File: config.mk
export PLATFORM = sky130hd
export DESIGN_NAME = fill_discard_filter
export DESIGN_NICKNAME = d
export VERILOG_FILES = /design/src/rtl/fdf_pkg.sv /design/src/rtl/fdf_classify.sv /design/src/rtl/fdf_policy.sv /design/src/rtl/fill_discard_filter.sv
export SDC_FILE = /design/constraint.sdc
export NUM_CORES = 1
export LEC_CHECK = 0
export BUFFER_PORTS_ARGS = -buffer_cell sky130_fd_sc_hd__buf_4
export CAP_MARGIN = 10
export CORE_UTILIZATION = 43
export DETAILED_ROUTE_END_ITERATION = 6
export SLEW_MARGIN = 20
export SYNTH_ARGS = -nofsm -noshare
export SYNTH_HDL_FRONTEND = slang
export SYNTH_SLANG_ARGS = --single-unit
File: constraint.sdc
create_clock -name clk -period 3.87 [get_ports clk]
set_input_delay 0.774 -clock clk [delete_from_list [all_inputs] [get_ports clk]]
set_output_delay 0.774 -clock clk [all_outputs]
set_load 0.01 [all_outputs]
File: src/rtl/fdf_pkg.sv
package fdf_pkg;

    typedef enum logic [1:0] {
        ST_EMPTY      = 2'd0,
        ST_HOLD_SYNC  = 2'd1,
        ST_HOLD_OTHER = 2'd2
    } hold_state_t;

    typedef enum logic [1:0] {
        RT_FORWARD  = 2'd0,
        RT_FLAG_ALL = 2'd1,
        RT_HOLD     = 2'd2
    } route_t;

    localparam logic [1:0] MODE_PASS      = 2'd0;
    localparam logic [1:0] MODE_KEEP_LAST = 2'd1;
    localparam logic [1:0] MODE_STRIP     = 2'd2;

endpackage

File: src/rtl/fdf_classify.sv
module fdf_classify #(
    parameter int                         DATA_W     = 8,
    parameter int                         NUM_SYNC   = 2,
    parameter logic [NUM_SYNC*DATA_W-1:0] SYNC_CODES = 16'hF1F0,
    parameter logic [DATA_W-1:0]          NOISE_CODE = 8'h05
) (
    input  logic              special_i,
    input  logic [DATA_W-1:0] value_i,
    output logic              is_sync_o,
    output logic              is_noise_o
);

    logic [NUM_SYNC-1:0] hit;

    for (genvar g = 0; g < NUM_SYNC; g++) begin : g_sync
        assign hit[g] = special_i && (value_i == SYNC_CODES[g*DATA_W +: DATA_W]);
    end

    assign is_sync_o  = |hit;
    assign is_noise_o = special_i && (value_i == NOISE_CODE);

endmodule

File: src/rtl/fdf_policy.sv
module fdf_policy
    import fdf_pkg::*;
(
    input  logic [1:0] mode_i,
    input  logic       bypass_i,
    output route_t     route_o,
    output logic       drop_noise_o
);

    always_comb begin
        route_o      = RT_FORWARD;
        drop_noise_o = 1'b0;
        unique case (mode_i)
            MODE_KEEP_LAST: route_o = RT_HOLD;
            MODE_STRIP: begin
                route_o      = bypass_i ? RT_FLAG_ALL : RT_HOLD;
                drop_noise_o = !bypass_i;
            end
            default: route_o = RT_FORWARD;
        endcase
    end

endmodule

File: src/rtl/fill_discard_filter.sv
module fill_discard_filter
    import fdf_pkg::*;
#(
    parameter int                         DATA_W     = 8,
    parameter int                         NUM_SYNC   = 2,
    parameter logic [NUM_SYNC*DATA_W-1:0] SYNC_CODES = 16'hF1F0,
    parameter logic [DATA_W-1:0]          NOISE_CODE = 8'h05
) (
    input  logic              clk,
    input  logic              rst_n,
    input  logic              in_valid,
    input  logic              in_special,
    input  logic [DATA_W-1:0] in_value,
    input  logic [1:0]        mode,
    input  logic              bypass,
    output logic              out_strobe,
    output logic              out_special,
    output logic [DATA_W-1:0] out_value,
    output logic              out_empty
);

    hold_state_t       state_q, state_d;
    logic [1:0]        lmode_q;
    logic              lbyp_q;
    logic              hold_special_q;
    logic [DATA_W-1:0] hold_value_q;

    logic              strobe_q, empty_q, ospecial_q;
    logic [DATA_W-1:0] ovalue_q;
    logic              strobe_d, empty_d, ospecial_d;
    logic [DATA_W-1:0] ovalue_d;

    logic [1:0] eff_mode;
    logic       eff_byp;
    logic       in_sync, in_noise, drop_noise;
    route_t     route;
    logic       holding, cfg_change, noise_drop, take, flush;

    // While a character is held the latched setting governs; otherwise the live inputs do.
    assign holding  = (state_q != ST_EMPTY);
    assign eff_mode = holding ? lmode_q : mode;
    assign eff_byp  = holding ? lbyp_q  : bypass;

    fdf_classify #(
        .DATA_W     (DATA_W),
        .NUM_SYNC   (NUM_SYNC),
        .SYNC_CODES (SYNC_CODES),
        .NOISE_CODE (NOISE_CODE)
    ) u_classify (
        .special_i  (in_special),
        .value_i    (in_value),
        .is_sync_o  (in_sync),
        .is_noise_o (in_noise)
    );

    fdf_policy u_policy (
        .mode_i       (eff_mode),
        .bypass_i     (eff_byp),
        .route_o      (route),
        .drop_noise_o (drop_noise)
    );

    assign noise_drop = drop_noise && in_noise;
    assign take       = in_valid && (route == RT_HOLD) && !noise_drop;
    assign cfg_change = holding && ((mode != lmode_q) || (bypass != lbyp_q));
    assign flush      = !in_valid && cfg_change;

    // Next-state logic
    always_comb begin
        state_d = state_q;
        unique case (state_q)
            ST_EMPTY: begin
                if (take) state_d = in_sync ? ST_HOLD_SYNC : ST_HOLD_OTHER;
            end
            ST_HOLD_SYNC, ST_HOLD_OTHER: begin
                if (take)       state_d = in_sync ? ST_HOLD_SYNC : ST_HOLD_OTHER;
                else if (flush) state_d = ST_EMPTY;
            end
            default: state_d = ST_EMPTY;
        endcase
    end

    // Output decisions
    always_comb begin
        strobe_d   = 1'b0;
        empty_d    = 1'b0;
        ospecial_d = ospecial_q;
        ovalue_d   = ovalue_q;
        unique case (state_q)
            ST_EMPTY: begin
                if (in_valid && route == RT_FORWARD) begin
                    strobe_d   = 1'b1;
                    ospecial_d = in_special;
                    ovalue_d   = in_value;
                end else if (in_valid && route == RT_FLAG_ALL) begin
                    strobe_d   = 1'b1;
                    empty_d    = in_sync;
                    ospecial_d = in_special;
                    ovalue_d   = in_value;
                end
            end
            ST_HOLD_SYNC: begin
                if (take && in_sync) begin
                    // held SYNC is not the last of its run
                    if (eff_byp) begin
                        strobe_d   = 1'b1;
                        empty_d    = 1'b1;
                        ospecial_d = hold_special_q;
                        ovalue_d   = hold_value_q;
                    end
                end else if (take || flush) begin
                    strobe_d   = 1'b1;
                    ospecial_d = hold_special_q;
                    ovalue_d   = hold_value_q;
                end
            end
            ST_HOLD_OTHER: begin
                if (take || flush) begin
                    strobe_d   = 1'b1;
                    ospecial_d = hold_special_q;
                    ovalue_d   = hold_value_q;
                end
            end
            default: strobe_d = 1'b0;
        endcase
    end

    // State and hold register
    always_ff @(posedge clk or negedge rst_n) begin
        if (!rst_n) begin
            state_q        <= ST_EMPTY;
            lmode_q        <= MODE_PASS;
            lbyp_q         <= 1'b0;
            hold_special_q <= 1'b0;
            hold_value_q   <= '0;
        end else begin
            state_q <= state_d;
            if (take) begin
                hold_special_q <= in_special;
                hold_value_q   <= in_value;
                lmode_q        <= eff_mode;
                lbyp_q         <= eff_byp;
            end
        end
    end

    // Output register
    always_ff @(posedge clk or negedge rst_n) begin
        if (!rst_n) begin
            strobe_q   <= 1'b0;
            empty_q    <= 1'b0;
            ospecial_q <= 1'b0;
            ovalue_q   <= '0;
        end else begin
            strobe_q   <= strobe_d;
            empty_q    <= empty_d;
            ospecial_q <= ospecial_d;
            ovalue_q   <= ovalue_d;
        end
    end

    assign out_strobe  = strobe_q;
    assign out_empty   = empty_q;
    assign out_special = ospecial_q;
    assign out_value   = ovalue_q;

endmodule

**After elaboration in Yosys (flattened, before gate mapping)**

Cells that the tools add are included.

- Equality and inequality tests: 15
- Multiplexer cells: 32
- Reduce and logical (&&, ||, !) cells: 24

Operators by type and width:

| kind | count |
|---|---|
| 8-bit 2-to-1 mux | 5 |
| 8-bit one-hot mux with 3 select lines | 1 |
| 8-bit == test, second input constant | 2 |
| 1-bit 2-to-1 mux | 15 |
| 2-bit 2-to-1 mux | 6 |
| 1-bit logical AND | 11 |
| 8-bit by 3-bit == test with 1-bit output, second input constant | 1 |
| 2-bit one-hot mux with 2 select lines | 2 |
| 2-bit by 1-bit == test with 1-bit output, second input constant | 3 |
| 2-bit == test, second input constant | 3 |
| 3-bit != test, second input constant | 2 |
| 1-bit one-hot mux with 3 select lines | 2 |
| 2-bit zero test | 2 |
| 2-bit OR reduction | 2 |
| 1-bit zero test | 3 |
| 3-bit by 2-bit != test with 1-bit output, second input constant | 1 |
| 3-bit AND reduction | 1 |
| 3-bit nonzero test | 1 |
| 1-bit logical OR | 2 |
| 2-bit != test | 1 |
| 2-bit != test, second input constant | 1 |
| 1-bit one-hot mux with 2 select lines | 1 |
| 2-bit AND reduction | 1 |
| 2-bit nonzero test | 1 |
| 1-bit != test | 1 |

- Register bits after elaboration: 25
- Input port bits: 15
- Word-level logic and storage cells: 80

**Depth between registers and ports, before layout**

Gate-level depths: netlist of the first run.

- Depth after elaboration: 11
- Gate-level depth with buffers: 12
- Gate-level depth less buffers: 10

**By module**

From an unflattened synthesis of the first run, not the netlist that was laid out.

- Cells, all modules: 145
- Area, all modules: 1549.0 um^2

By module, submodules not included:

| module | instances | cells each | area each (um^2) | sequential area each (um^2) |
|---|---|---|---|---|
| fill_discard_filter | 1 | 133 | 1445.1 | 625.6 |
| fdf_policy | 1 | 7 | 63.8 | 0.0 |
| fdf_classify | 1 | 5 | 40.0 | 0.0 |

**Worst setup path after synthesis of the first run**

Ideal clock, no wire load.

- Kind: register to register
- From: register state_q[0]
- To: register ospecial_q, in the netlist out_special
- Setup time: 0.121 ns
- Data arrival time: 2.735 ns
- Path slack: 1.014 ns
- Stages on the path, launching flop included: 13
- Path buffers: 2
- Period minus slack after synthesis: 2.856 ns
- Cell sequence: dfrtp_1 > inv_1 > ha_1 > buf_2 > mux2_2 > inv_1 > ha_1 > or4bb_1 > nor4_4 > nand2b_2 > buf_6 > o21ai_0 > a22o_1

- Word-level cells in the longest chain between the ends: 11
- Elaborated cells on any way between the ends: 33
- Those cells by class: 8 x eq/ne; 9 x mux; 16 x reduce/logical

RTL lines:

| element | RTL line | source |
|---|---|---|
| start, declared | fill_discard_filter.sv:22 | `hold_state_t state_q, state_d;` |
| start signal, assigned | fill_discard_filter.sv:137 | `state_q <= state_d;` |
| 2-bit nonzero test | fill_discard_filter.sv:40 | `assign holding = (state_q != ST_EMPTY);` |
| 2-bit 2-to-1 mux or 1-bit 2-to-1 mux (tied branches) | fill_discard_filter.sv:41, fill_discard_filter.sv:42 |  |
| 2-bit == test (tied with other cells) | fdf_policy.sv:13 | `unique case (mode_i)` |
| 2-bit one-hot mux with 2 select lines or 1-bit 2-to-1 mux (tied branches) | fdf_policy.sv:13 |  |
| 2-bit == test or 1-bit logical AND (tied branches) | fill_discard_filter.sv:64, fill_discard_filter.sv:63 |  |
| 1-bit logical AND or 1-bit zero test (tied branches) | fill_discard_filter.sv:64 | `assign take = in_valid && (route == RT_HOLD) && !noise_drop;` |
| 1-bit logical AND | fill_discard_filter.sv:64 |  |
| 1-bit logical OR | fill_discard_filter.sv:111, fill_discard_filter.sv:118 |  |
| 1-bit 2-to-1 mux | -- |  |
| 1-bit 2-to-1 mux | fill_discard_filter.sv:103 | `if (take && in_sync) begin` |
| 1-bit one-hot mux with 3 select lines | fill_discard_filter.sv:89 | `unique case (state_q)` |
| end signal, assigned | fill_discard_filter.sv:157 | `ospecial_q <= ospecial_d;` |
| end, declared | fill_discard_filter.sv:28 | `logic strobe_q, empty_q, ospecial_q;` |

Parallel ways exist; a longest one is shown, timed or not.
A chain may end at the register's enable or synchronous reset.

**Final worst setup path of the first run**

- From: register state_q[0]
- To: register ovalue_q[3], in the netlist out_value[3]

- Word-level cells in the longest chain between the ends: 11
- Elaborated cells on any way between the ends: 33
- Those cells by class: 8 x eq/ne; 9 x mux; 16 x reduce/logical

RTL lines:

| element | RTL line | source |
|---|---|---|
| 2-bit nonzero test | fill_discard_filter.sv:40 |  |
| 2-bit 2-to-1 mux or 1-bit 2-to-1 mux (tied branches) | fill_discard_filter.sv:41, fill_discard_filter.sv:42 |  |
| 2-bit == test (tied with other cells) | fdf_policy.sv:13 |  |
| 2-bit one-hot mux with 2 select lines or 1-bit 2-to-1 mux (tied branches) | fdf_policy.sv:13 |  |
| 2-bit == test or 1-bit logical AND (tied branches) | fill_discard_filter.sv:64, fill_discard_filter.sv:63 |  |
| 1-bit logical AND or 1-bit zero test (tied branches) | fill_discard_filter.sv:64 |  |
| 1-bit logical AND | fill_discard_filter.sv:64 |  |
| 1-bit logical OR | fill_discard_filter.sv:111, fill_discard_filter.sv:118 |  |
| 8-bit 2-to-1 mux | -- |  |
| 8-bit 2-to-1 mux | fill_discard_filter.sv:103 |  |
| 8-bit one-hot mux with 3 select lines | fill_discard_filter.sv:89 |  |
| end signal, assigned | fill_discard_filter.sv:158 | `ovalue_q <= ovalue_d;` |
| end, declared | fill_discard_filter.sv:29 | `logic [DATA_W-1:0] ovalue_q;` |

Parallel ways exist; a longest one is shown, timed or not.

==> impl_metrics.ini, run 1 <==
[status]
status = complete, no violations

[power_and_ir_drop]
p_per_area_mw_per_mm2 = 629.6
ir_drop_uv = 243.8
p_leak_nw = 0.8299

[cts]
post_cts.repair.setup_buffers = 0
post_cts_resized = 0
clock-sinks = 25
numCtsBuffers = 3
clk_path_buf_depth = 2
path_clk_slew_ns = 0.14
cts_tree = yes
insertion_delay_ns = 0.32
root_buffer = clkbuf_4
cts_hold_buf = 0
cts_max_level = 1

[route]
ant_nets = 0
route.met2.wl_mm = 1.577
totalWireLength_mm = 3.439
routed-via-count = 1303
wirelength_met1_mm = 1.679
dr.max_layer_used = met4
viasPerCell = 5.498
drc = 0
dr.pass1.iters = 4
drt_iter0_markers = 78
wl_met3_microns = 162
drt-wirelength-per-cell_microns = 14.51

[grt]
grt_pass1_wl_mm = 5.651
grt_max_degree = 26
grt_pass1_vias = 1176
antenna_found_initial = 0
overflow = 0
gr-usage-all-layers_pct = 18.52

[synthesis]
synth.net_count = 191
synth_cell_types = 39
syn-cell-area_sq_mm = 0.001563
synthDominantCellAreaShare_pct = 40.03
yosys.area_share.simple_pct = 23.14
synthCells = 170
synth_top_family_by_area = simple AND/OR/NAND/NOR gates
ys_async_sr_fraction_pct = 100.0
synth_edf_count = 0
muxShareOfSynthArea_pct = 4.163
synthAdderAreaFrac_pct = 4.804
ys_seq_area_share_pct = 40.03
synth_area_leaders = dfrtp_1, nand2_1, a22o_1
synth_warnings = 0
syn_area_per_cell_sq_um = 9.193
yosys.area.top_type = dfrtp_1
synth.most_common_cell = nand2_1
synth_xor_area_share_pct = 1.681
ys_dominant_reg_cell = dfrtp_1
ys_top_cells_by_count = nand2_1, dfrtp_1, a21oi_1, o21ai_0
synth_seq_cells = 25
synth-compound-area-share_pct = 21.38

[critical_path]
crit_start = state_q[0]
crit_path_top_delay_cell = or4bb_1
worst-path-buf-inv = 2
cp-start-kind = flop
path_max_fanout = 23
path_class = flop to flop
required_ns = 4.09
reg2reg_depth = 10
crit_arrival_ns = 3.63
endpoint_kind = flop
r2r-end = out_value[3]
slowest_delay_ns = 0.55
crit_path_end = out_value[3]
worstSetupPathDepth = 10
worstPathCellList = inv_1 -> ha_1 -> mux2_2 -> inv_1 -> ha_1 -> or4bb_1 -> nor4_4 -> nand2b_2 -> o21ai_0 -> a22o_1
r2r_slack_ns = 0.47
r2r_start = state_q[0]
critPathTopFamily = simple AND/OR/NAND/NOR gates

[timing]
fmax_ghz = 0.2938
period_share_pct = 87.94
hold_viol_final = 0
worst_slew_pin_slew_ns = 0.8344
slew-limit-headroom_pct = 44.17
rsz0062_at_grt = false
fin_skew_ns = 0.004225
finalMaxSlewViolations = 0
whs_ns = 0.3263
setup_tns_ns = 0
min_period_ns = 3.403
finalSetupViolations = 0

[job]
maxCapViolCount = 0

[placement]
dpl.hpwl_mm = 2.606
globalplace.congestion = 0.8318
io_buffers = 25

[floorplan]
core_sq_mm = 0.003416
die_x_microns = 62.29
die_height_microns = 62.29
initial_core_util_pct = 45.75
row_count = 21
die_area_sq_mm = 0.003879
io_pins = 26

[finish]
layout-drive-gt1-share_pct = 21.99
num-nets-final = 213
area_delta_synth_final_pct = 14.33
n_fill_cell = 329
antenna_cells = 0

[worst_hold_path]
hp-class = input port to async pin
final cells by class:
class                   instances  area [sq um]  share of cell area, %
multi-input cells             130         862.1                  48.25
flip-flops and latches         25         625.6                  35.01
repair buffers                 25         187.7                  10.50
well taps                      46         57.56                  3.221
inverters                       7         26.28                  1.471
clock buffers                   3         22.52                  1.261
clock inverters                 1         5.005                 0.2801
through the flow:
step           util (%)  power (mW)  setup WS [ns]  instances  cell area, sq um
4_1_cts           52.31       1.133         0.4502        237              1787
3_3_place_gp      51.50      0.9972         0.6028        233              1759
2_1_floorplan         -      0.8467          1.014        170              1563
3_5_place_dp      51.50       1.014         0.4792        233              1759
6_report          52.31       1.125         0.4666        237              1787
5_1_grt           52.31       1.220         0.2533        237              1787
power breakdown:
part / internal (mW) / switching (mW) / leakage (nW) / total (mW)
clock network: 0.0387 / 0.0791 / 0.0177 / 0.118
registers: 0.374 / 0.0795 / 0.313 / 0.453
logic: 0.250 / 0.304 / 0.499 / 0.554
cell families (layout without fill, tap and decap cells):
logic type,count (synthesis),count (layout)
xor+xnor,3,3
simple gates,66,66
flops,25,25
mux,6,6
compound gates,49,49
buf+inv,15,36
fa+ha+maj,6,6
worst min path at each step:
| stage | end | cells past startpoint |
|---|---|---|
| global placement | hold_value_q[4] | 2 |
| global route | state_q[1] | 1 |
| floorplan | hold_special_q | 2 |
| finish | state_q[1] | 1 |
| CTS | out_value[3] | 1 |
| detailed placement | out_value[1] | 1 |
sequential cells by signal (all words and copies together) (netlist names), named ones only:
register and count:
out_special 1, out_value 8, lbyp_q 1, hold_value_q 8
state_q 2, hold_special_q 1, lmode_q 1, out_strobe 1
out_empty 1
layer usage:
layer / up-vias / track usage, %
met1: 628 / 26.20
met5: - / 0
met2: 31 / 29.67
li1: 642 / -
met3: 2 / 2.390
met4: 0 / 5.233
cell usage in the layout, fill, tap and decap left out, types with 2 or more instances in the layout:
cell type	Yosys	layout
nor4_4	2	2
or3_1	2	2
or4_1	2	2
clkbuf_4	0	3
nor2b_1	9	9
o21ai_0	12	12
mux2i_1	2	2
nand3_1	2	2
mux2_2	4	4
ha_1	6	6
a31oi_1	2	2
nor2_1	3	3
nand2_1	39	39
buf_4	0	25
dfrtp_1	25	25
a22o_1	9	9
xor2_1	3	3
inv_1	7	7
a21oi_1	14	14
Power figures use the tool's default switching activity.
==> run 2: changes to the inputs <==
- ABC_AREA: unset -> 1
==> run 2 against run 1 <==
  * Clock power is 46% higher
  * Sequential power up 2%
  * Clock-buffer cell count unchanged
  * Largest cell class unchanged
==> impl_metrics.ini, run 2 <==
[timing]
period_share_pct = 79.35
finalSetupViolations = 0
fin_skew_ns = 0.007250
slew-limit-headroom_pct = 60.13
min_period_ns = 3.071
worst_slew_pin_slew_ns = 0.5980
setup_tns_ns = 0
fmax_ghz = 0.3257
rsz0062_at_grt = false
finalMaxSlewViolations = 0
hold_viol_final = 0

[power_and_ir_drop]
swShare_pct = 47.90
p_leak_nw = 1.048
p_seq_share_pct = 30.7
internal_power_mw = 0.7793
power_frac_clock_pct = 11.5
p_comb_share_pct = 57.8
p_switching_mw = 0.7165
ir_drop_uv = 358.6
p_per_area_mw_per_mm2 = 741.2
p_total_mw = 1.496

[cts]
path_clk_slew_ns = 0.10
post_cts.repair.setup_buffers = 0
post_cts_resized = 0
numCtsBuffers = 3
insertion_delay_ns = 0.29
clk_path_buf_depth = 2
cts_hold_buf = 0
cts_max_level = 1
cts_tree = yes
clock-sinks = 25
root_buffer = clkbuf_8

[synthesis]
synth_warnings = 0
synth_xor_area_share_pct = 1.457
yosys.area_share.simple_pct = 41.36
yosys.area.top_type = dfrtp_1
synth_edf_count = 0
synth-compound-area-share_pct = 7.148
synth_cell_types = 30
synth_area_leaders = dfrtp_1, nand2_1, nand3_2
ys_dominant_reg_cell = dfrtp_1
synthDominantCellAreaShare_pct = 34.70
syn-cell-area_sq_mm = 0.001803
synth.most_common_cell = nand2_1
synthCells = 240
synth_top_family_by_area = simple AND/OR/NAND/NOR gates
ys_seq_area_share_pct = 34.70
synth_seq_cells = 25
synth.net_count = 261
ys_top_cells_by_count = nand2_1, nor2_1, dfrtp_1, inv_1, nand4_1
muxShareOfSynthArea_pct = 0
syn_area_per_cell_sq_um = 7.512
ys_async_sr_fraction_pct = 100.0
synthAdderAreaFrac_pct = 4.164

[grt]
grt_busiest_layer = met2
grt_max_degree = 31
grt_use_met2_pct = 32.20
met1_usage_pct = 29.05
antenna_found_initial = 0
gr-usage-all-layers_pct = 20.57
grt_pass1_wl_mm = 6.858
grt_pass1_vias = 1439
overflow = 0
gr-usage-met3_pct = 2.055

[critical_path]
crit_arrival_ns = 3.26
endpoint_kind = flop
required_ns = 4.06
cp-start-kind = flop
path_max_fanout = 30
worstPathCellList = inv_1 -> ha_1 -> buf_4 -> inv_1 -> or2_2 -> o21ai_0 -> inv_1 -> ha_1 -> o21ai_1 -> a21oi_4 -> nand2_4 -> nand2_4 -> nand3_2 -> nand2_1 -> nand2_1 -> nand2_1
r2r_start = state_q[0]
crit_start = state_q[0]
critPathTopFamily = simple AND/OR/NAND/NOR gates
r2r_slack_ns = 0.80
crit_path_top_delay_cell = dfrtp_1
path_class = flop to flop
worst-path-buf-inv = 4
slowest_delay_ns = 0.41

[finish]
num-nets-final = 282
layout_commonest_cell = nand2_1
layout_common_cells = nand2_1, nor2_1, buf_4
n_fill_cell = 416
final_cell_area_sq_mm = 0.002018
antenna_cells = 0
layoutNonFillerInstCount = 310
area_delta_synth_final_pct = 11.94
layout-drive-gt1-share_pct = 25.38

[floorplan]
io_pins = 26
die_x_microns = 66.76
initial_core_util_pct = 45.07
die_height_microns = 66.76
die_area_sq_mm = 0.004456
row_count = 23
core_sq_mm = 0.004000

[placement]
io_buffers = 25
place_area_sq_mm = 0.001969
dpl.hpwl_mm = 2.850
dp.cells = 306
globalplace.congestion = 0.8624

[worst_hold_path]
hp-class = input port to async pin

[route]
dr.pass1.iters = 4
drc = 0
ant_nets = 0
drt-wirelength-per-cell_microns = 12.42
viasPerCell = 4.829
drt_iter0_markers = 81
routed-via-count = 1497
totalWireLength_mm = 3.849

[job]
maxCapViolCount = 0

[status]
status = complete, no violations
[run 2: cells by family (layout without fill, tap and decap cells)]
logic type,after synthesis,in the layout
buffers and inverters,38,58
and+or+nand+nor,152,152
xor gates and xnor gates,3,3
adders and majority gates,6,6
AOI/OAI and AO/OA,16,16
DFF,25,25
[run 2: worst reg2reg max path, cell delays in order (launching register included)]
cell	delay (ns)
dfrtp_1	0.41
inv_1	0.13
ha_1	0.18
buf_4	0.20
inv_1	0.10
or2_2	0.27
o21ai_0	0.17
inv_1	0.08
ha_1	0.29
o21ai_1	0.23
a21oi_4	0.07
nand2_4	0.31
nand2_4	0.22
nand3_2	0.11
nand2_1	0.07
nand2_1	0.09
nand2_1	0.05
[run 2: power groups by stage]
stage / Clock [mW] / Combinational, mW / Sequential (mW)
CTS: 0.178 / 0.873 / 0.459
floorplan: 0 / 0.699 / 0.473
global placement: 0 / 0.863 / 0.464
global route: 0.186 / 0.996 / 0.473
detailed placement: 0 / 0.869 / 0.464
finish: 0.172 / 0.864 / 0.460
[run 2: metal layers]
metal	wire, microns	vias up
met5	0	-
met1	1889	671
met4	60	0
met2	1696	34
met3	202	5
li1	-	787
[run 2: area by class of cell]
cell class	count	area (sq um)	area share (%)
clock buffer	3	41.29	2.046
clock inverter	1	7.507	0.3720
inverter	28	110.1	5.456
multi-input combinational	177	975.9	48.36
sequential	25	625.6	31.00
tap	50	62.56	3.100
timing repair buffer	26	195.2	9.671
[run 2: worst paths after layout]
check	end	cells past startpoint
max reg2reg	out_value[3]	16
max in group asynchronous	lbyp_q	1
min	out_value[1]	1
min reg2reg	out_value[0]	2
min in group clk	out_value[0]	2
max	out_value[3]	16
[run 2: metrics by stage]
step / util (%) / worst slack [ns] / hold WS, ns
after floorplan: - / 1.459 / 0.4496
after global placement: 49.23 / 0.8912 / 0.4586
after detailed placement: 49.23 / 0.8121 / 0.4641
after CTS: 50.45 / 0.7880 / 0.3874
after global routing: 50.45 / 0.5133 / 0.3994
final: 50.45 / 0.7993 / 0.3740
